<file path="config.mk">
export PLATFORM = sky130hd
export DESIGN_NAME = serial_pair_port
export DESIGN_NICKNAME = d
export VERILOG_FILES = /design/src/rtl/serial_pair_pkg.sv /design/src/rtl/serial_pair_ctrl.sv /design/src/rtl/serial_pair_dp.sv /design/src/rtl/serial_pair_rx.sv /design/src/rtl/serial_pair_port.sv
export SDC_FILE = /design/constraint.sdc
export NUM_CORES = 1
export LEC_CHECK = 0
export CAP_MARGIN = 0
export CORE_MARGIN = 2
export CORE_UTILIZATION = 30
export CTS_BUF_LIST = sky130_fd_sc_hd__clkbuf_16
export CTS_CLUSTER_DIAMETER = 150
export DETAILED_ROUTE_END_ITERATION = 6
export GPL_ROUTABILITY_DRIVEN = 1
export MAX_ROUTING_LAYER = met4
export PLACE_DENSITY = 0.51
export SLEW_MARGIN = 15
export SYNTH_ARGS = -nofsm -noshare
export SYNTH_HDL_FRONTEND = slang
export SYNTH_HIERARCHICAL = 1
export SYNTH_SLANG_ARGS = --single-unit
</file>
<file path="constraint.sdc">
create_clock -name clk -period 2.2 [get_ports clk]
set_input_delay 0.44 -clock clk [delete_from_list [all_inputs] [get_ports clk]]
set_output_delay 0.44 -clock clk [all_outputs]
set_load 0.005 [all_outputs]
</file>
<file path="src/rtl/serial_pair_pkg.sv">
package serial_pair_pkg;
  typedef struct packed {
    logic load;
    logic shift;
    logic drive;
  } txStrobe_t;
endpackage

</file>
<file path="src/rtl/serial_pair_ctrl.sv">
module serial_pair_ctrl
  import serial_pair_pkg::*;
#(
  parameter int WORD_W = 16
) (
  input  logic      clk,
  input  logic      rstN,
  input  logic      pairValid,
  output logic      pairReady,
  output logic      fsOut,
  output logic      overrun,
  output txStrobe_t strb
);
  localparam int FRAME_W = 2 * WORD_W;
  localparam int CNT_W   = $clog2(FRAME_W + 2);
  localparam logic [CNT_W-1:0] SYNC_A = CNT_W'(1);
  localparam logic [CNT_W-1:0] SYNC_B = CNT_W'(WORD_W + 1);
  localparam logic [CNT_W-1:0] FIRST  = CNT_W'(2);
  localparam logic [CNT_W-1:0] LAST   = CNT_W'(FRAME_W + 1);

  logic [CNT_W-1:0] phase;
  logic             idle;

  assign idle = (phase == '0);

  always_ff @(posedge clk) begin
    if (!rstN) begin
      phase   <= '0;
      overrun <= 1'b0;
    end else begin
      if (pairValid && !idle) overrun <= 1'b1;
      if (idle) begin
        if (pairValid) phase <= SYNC_A;
      end else if (phase == LAST) begin
        phase <= '0;
      end else begin
        phase <= phase + CNT_W'(1);
      end
    end
  end

  always_comb begin
    strb.load  = pairValid && idle;
    strb.drive = (phase >= FIRST);
    strb.shift = (phase >= FIRST);
  end

  assign pairReady = idle;
  assign fsOut     = (phase == SYNC_A) || (phase == SYNC_B);
endmodule

</file>
<file path="src/rtl/serial_pair_dp.sv">
module serial_pair_dp
  import serial_pair_pkg::*;
#(
  parameter int WORD_W = 16,
  parameter int LANES  = 2
) (
  input  logic                  clk,
  input  logic                  rstN,
  input  txStrobe_t             strb,
  input  logic                  singleStream,
  input  logic [WORD_W-1:0]     wordI [LANES],
  input  logic [WORD_W-1:0]     wordQ [LANES],
  output logic [LANES-1:0]      laneOut
);
  localparam int FRAME_W = 2 * WORD_W;

  for (genvar ln = 0; ln < LANES; ln++) begin : g_lane
    logic [FRAME_W-1:0] shiftReg;
    logic               keep;

    if (ln == 0) begin : g_primary
      assign keep = 1'b1;
    end else begin : g_secondary
      assign keep = !singleStream;
    end

    always_ff @(posedge clk) begin
      if (!rstN) begin
        shiftReg <= '0;
      end else if (strb.load) begin
        shiftReg <= keep ? {wordI[ln], wordQ[ln]} : '0;
      end else if (strb.shift) begin
        shiftReg <= {shiftReg[FRAME_W-2:0], 1'b0};
      end
    end

    assign laneOut[ln] = strb.drive & shiftReg[FRAME_W-1];
  end
endmodule

</file>
<file path="src/rtl/serial_pair_rx.sv">
module serial_pair_rx #(
  parameter int WORD_W = 16
) (
  input  logic              clk,
  input  logic              rstN,
  input  logic              fsIn,
  input  logic              dIn,
  output logic [WORD_W-1:0] rxWord,
  output logic              rxValid
);
  localparam int RC_W = $clog2(WORD_W + 1);
  localparam logic [RC_W-1:0] FULL = RC_W'(WORD_W);

  logic [RC_W-1:0]   remain;
  logic [WORD_W-1:0] gather;

  always_ff @(posedge clk) begin
    if (!rstN) begin
      remain  <= '0;
      gather  <= '0;
      rxWord  <= '0;
      rxValid <= 1'b0;
    end else begin
      rxValid <= 1'b0;
      if (remain != '0) begin
        gather <= {gather[WORD_W-2:0], dIn};
        remain <= remain - RC_W'(1);
        if (remain == RC_W'(1)) begin
          rxWord  <= {gather[WORD_W-2:0], dIn};
          rxValid <= 1'b1;
        end
      end
      if (fsIn) begin
        remain <= FULL;
        if (remain != RC_W'(1)) rxValid <= 1'b0;
      end
    end
  end
endmodule

</file>
<file path="src/rtl/serial_pair_port.sv">
module serial_pair_port
  import serial_pair_pkg::*;
#(
  parameter int WORD_W = 16
) (
  input  logic              clk,
  input  logic              rstN,
  input  logic              pairValid,
  output logic              pairReady,
  input  logic              singleStream,
  input  logic [WORD_W-1:0] aI,
  input  logic [WORD_W-1:0] aQ,
  input  logic [WORD_W-1:0] bI,
  input  logic [WORD_W-1:0] bQ,
  output logic              fsOut,
  output logic              lane0,
  output logic              lane1,
  output logic              overrun,
  input  logic              fsIn,
  input  logic              dIn,
  output logic [WORD_W-1:0] rxWord,
  output logic              rxValid
);
  localparam int LANES = 2;

  txStrobe_t         strb;
  logic [WORD_W-1:0] wordI [LANES];
  logic [WORD_W-1:0] wordQ [LANES];
  logic [LANES-1:0]  laneOut;

  assign wordI[0] = aI;
  assign wordQ[0] = aQ;
  assign wordI[1] = bI;
  assign wordQ[1] = bQ;

  serial_pair_ctrl #(.WORD_W(WORD_W)) ctrl_i (
    .clk(clk), .rstN(rstN), .pairValid(pairValid), .pairReady(pairReady),
    .fsOut(fsOut), .overrun(overrun), .strb(strb)
  );

  serial_pair_dp #(.WORD_W(WORD_W), .LANES(LANES)) dp_i (
    .clk(clk), .rstN(rstN), .strb(strb), .singleStream(singleStream),
    .wordI(wordI), .wordQ(wordQ), .laneOut(laneOut)
  );

  serial_pair_rx #(.WORD_W(WORD_W)) rx_i (
    .clk(clk), .rstN(rstN), .fsIn(fsIn), .dIn(dIn),
    .rxWord(rxWord), .rxValid(rxValid)
  );

  assign lane0 = laneOut[0];
  assign lane1 = laneOut[1];
endmodule

</file>
Word level (Yosys, flattened, before mapping)

Index checks and enable logic that the tools add are counted.
W data, S select, Z words.

Input port bits: 70
Output and inout port bits: 22
Word-level logic and storage cells: 45
Register bits: 108

Mux-type cells: 14
Add/subtract/negate cells: 2
Reduce and logical (&&, ||, !) cells: 10
Bitwise operators: 3
Eq/ne operators: 6
Order comparisons: 1

Operators by type and width:

| operator              | number |
|---|---|
| $mux W32              | 5 |
| $mux W6               | 3 |
| $mux W5               | 2 |
| $add A6 B1 Y6 const B | 1 |
| $eq A6 B1 Y1 const B  | 1 |
| $eq A6 B5 Y1 const B  | 1 |
| $eq A6 B6 Y1 const B  | 1 |
| $ge A6 B2 Y1 const B  | 1 |
| $logic_not A6 Y1      | 1 |
| $eq A5 B1 Y1 const B  | 1 |
| $ne A5 B1 Y1 const B  | 1 |
| $reduce_bool A5 Y1    | 1 |
| $sub A5 B1 Y5 const B | 1 |
| $mux W1               | 4 |
| $reduce_bool A2 Y1    | 2 |
| $and A1 B1 Y1         | 2 |
| $logic_and A1 B1 Y1   | 2 |
| $ne A2 B2 Y1 const B  | 1 |
| $reduce_and A2 Y1     | 1 |
| $reduce_or A2 Y1      | 1 |
| $logic_not A1 Y1      | 1 |
| $logic_or A1 B1 Y1    | 1 |
| $not A1 Y1            | 1 |

Logic depth before layout (Yosys ltp)

Word-level depth: 5
Gate-level depth with buffers: 10
Mapped depth without buffers: 7

Hierarchy

Netlist, hierarchy kept.

Modules (own cells, without submodules):

| module           | area each (um2) | instances | cells an instance | sequential area each (um2) |
|---|---|---|---|---|
| serial_pair_dp   | 3056.7          | 1         | 320               | 1281.2 |
| serial_pair_rx   | 1397.6          | 1         | 146               | 740.7 |
| serial_pair_ctrl | 415.4           | 1         | 46                | 140.1 |

Worst setup path after synthesis

Ideal clock, no wire load.

Kind: register -> register
From: reg ctrl_i.phase[3]
To: reg dp_i.g_lane[1].shiftReg[10]
Buffers on the path: 3
Cell stages (with the launch flop): 9
Setup slack: 513 ps
Library setup time: 115 ps
Arrival: 1572 ps
Required time: 2085 ps
Clock period less this slack: 1687 ps
Cell sequence: dfxtp_1 -> nor4_4 -> nand2_1 -> buf_4 -> buf_6 -> buf_12 -> mux2i_1 -> o21ai_1 -> and2_1

RTL lines:

| what                   | RTL line               | source |
|---|---|---|
| from (decl)            | serial_pair_ctrl.sv:21 | `logic [CNT_W-1:0] phase;` |
| from (signal assigned) | serial_pair_ctrl.sv:37 | `phase <= phase + CNT_W'(1);` |
| to (signal assigned)   | serial_pair_dp.sv:31   | `shiftReg <= keep ? {wordI[ln], wordQ[ln]} : '0;` |
| to (signal assigned)   | serial_pair_dp.sv:33   | `shiftReg <= {shiftReg[FRAME_W-2:0], 1'b0};` |
| to (decl)              | serial_pair_dp.sv:18   | `logic [FRAME_W-1:0] shiftReg;` |

==> metrics.txt <==
chip width 131 um; routability cong. 0.768; post-route minimum period 2.13 ns; via count 3726; H-tree depth 3; Syn Inst Count 512; max_cap viols 0; Avg Synthesized Cell Area 9.51 um2; Top FF cell, synth dfxtp_1; CP max stage cell dfxtp_2; critical path cell sequence nor4_4, buf_4, buf_4, nand2_4, and2_1, dlygate4sd2_1; Reg clk slew, reported paths 0.07 ns; top cells by area, synth dfxtp_1 (44%), mux2i_1 (16%), nand3b_1 (5.2%); DRT iter0 DRCs 124; Final Non-Filler Cells 808; Worst Hold Class reg -> reg; routed vias/inst 4.61; Routed Antenna Nets 0; WL met2 4430 um; Synthesized Nets 588; first-pass GRT wire length 17800 um; Slew @ Worst Pin 0.638 ns; initial core utilization 30.7%; final setup vio count 0; met1 wire length 5370 um; layout cells sized above 1 6.77%; CTS root buffer clkbuf_16; RSZ-0062 raised after global routing true; pin count of the biggest net entering global routing 65; most frequent CP cell buf_4; slowest cell delay on critical path 0.35 ns; CTS sink cnt 108; worst path required time 1.76 ns; number of synthesized flops with an enable pin 0; crit start category register; Post-DP HPWL 7090 um; #FFs+latches synth 108; critical path class reg -> out; Post-synth ARST share 0%; I/O Buffers 91; post-synthesis sequential area ratio 44.4%; clk buf depth 2; Ys Warns 6; Placed Cells incl. Taps 791; Lkg Pwr 2.12 nW; DRC 0; skew final 0.00719 ns; Routed WL 10700 um; outcome finished clean; fin nets 665; met3 wire len 684 um; wire length per cell 13.3 um; final hold violations 0; Worst EP arrival 1.69 ns; chip height 131 um; CP endpoint kind output pin; CTS tree done; area of the die 17300 um2; count of cell types in the netlist 36; area grow syn2layout 27.4%; clk_lat worst skew 0.34 ns; gr ovfl total 0; GR Util All Layers 12.8%; Pins Over Slew Limit 0; Worst VDD drop 0.000472 V; largest area contributor in the netlist dfxtp_1; highest routed layer met4; DRT Pass-1 Iters 4; Synth top area share 44.4%; worst rel slew slack 57.5%; number of antenna violations at the first check in global routing 1; period utilization 96.9%; Placement Cell Area 5900 um2; I/O pins 92; number of global-route vias before repair 3628; Critical Path Fanout Max 4; Hold Buf Count CTS 0; Max Clock Freq 469 MHz; Num CTS Buffers 9; number of fill cells in the layout 1617; synthesized area 4870 um2; FP Rows 46; PwrDens 804 nW/um2; fin area 6210 um2; core area 15900 um2
path summary, 6_finish.rpt:
check / startpoint / to / slack, ns / cells after the start
worst min-delay path: rx_i/gather[0]$_SDFFE_PN0P_ / rx_i/gather[0]$_SDFFE_PN0P_ / 0.46 / 2
worst max register to register: ctrl_i/phase[3]$_SDFFE_PN0P_ / dp_i/g_lane[1].shiftReg[6]$_SDFFE_PN0P_ / 0.15 / 8
worst max-delay path: ctrl_i/phase[4]$_SDFFE_PN0P_ / lane0 / 0.07 / 6
worst min register to register: rx_i/gather[0]$_SDFFE_PN0P_ / rx_i/gather[0]$_SDFFE_PN0P_ / 0.46 / 2
timing repair:
| item | in CTS | in global routing |
|---|---|---|
| buffers inserted | 2 | 1 |
| gates resized for setup | 11 | 4 |
| gates cloned | 0 | 0 |
| endpoints found under the setup margin | 4 | 1 |
| pin swaps | 1 | 0 |
stage by stage:
stage | TNS (ns) | util, % | worst slack, ns | total power [mW] | hold slack [ns]
4_1_cts | 0 | 38.9 | 0.00259 | 5.07 | 0.462
2_1_floorplan | 0 | - | 0.513 | 3.32 | 0.437
6_report | 0 | 39.1 | 0.0682 | 4.99 | 0.457
5_1_grt | -0.0391 | 39.1 | -0.0283 | 5.29 | 0.468
3_3_place_gp | 0 | 37.1 | 0.0938 | 3.59 | 0.448
3_5_place_dp | 0 | 37.1 | 0.0681 | 3.61 | 0.446
power by group:
group	internal, mW	switching, mW
combinational	0.636	0.674
clock	0.741	0.672
sequential	2.16	0.108
layer usage:
metal  global-route usage [%]  vias to the layer above
li1                         -                     1944
met1                     16.4                     1681
met2                     18.4                       82
met3                     5.25                       19
met4                     3.86                        0
met5                        -                        -
worst max-delay path, delay by kind of cell (launching register included):
family	cells	cell delay, ns
buffers and inverters	3	0.55
AND/OR/NAND/NOR	3	0.46
flip-flops	1	0.35
synth_stat cells (all sizes together), types with 6 or more instances:
cell	instances
inv	6
buf	19
ha	6
mux2i	79
nand3	16
o21ai	83
and2	36
dfxtp	108
a21oi	34
nand2	34
nand3b	34
clkbuf	22
layout by cell type, fill, tap and decap left out, types with 3 or more instances in the layout:
cell	Yosys	final
and2_1	36	35
nor2_1	4	3
clkbuf_16	0	9
dlygate4sd2_1	0	3
nor3_1	3	3
buf_4	4	13
nand2_1	34	33
mux2i_1	79	79
o21ai_0	43	43
o21ai_1	40	40
dfxtp_2	0	3
nand3_1	16	16
inv_1	5	6
a21oi_1	34	34
clkdlybuf4s50_1	0	86
dfxtp_1	108	105
nand3b_1	34	34
xnor2_1	5	5
ha_1	6	5
a21boi_0	3	3
cell families after synthesis:
kind of cell | after synthesis | synth area share (%)
adder cells (fa/ha/maj) | 6 | 1.54
flip-flops | 108 | 44.4
AND/OR/NAND/NOR | 141 | 17.3
XOR/XNOR | 5 | 0.899
buffers and inverters | 47 | 6.22
AO/OA/AOI/OAI | 126 | 13.4
multiplexers | 79 | 16.2
flip-flops by register name, summed over array words and instances, names as in the netlist:
signal / count
ctrl_i/phase: 6
dp_i/g_lane.shiftReg: 64
rx_i/rxWord: 16
rx_i/remain: 5
rx_i/gather: 15
rx_i/rxValid: 1
ctrl_i/overrun: 1
cell type report:
cell class	count	area, um2	area share [%]
Multi-Input combinational cell	357	2440	39.3
Clock inverter	4	21.3	0.343
Timing Repair Buffer	107	1060	17.1
Clock buffer	9	225	3.63
Sequential cell	108	2170	34.9
Tap cell	216	270	4.35
Inverter	6	22.5	0.363
Antenna cell	1	2.50	0.0403
Power figures use the tool's default switching activity.
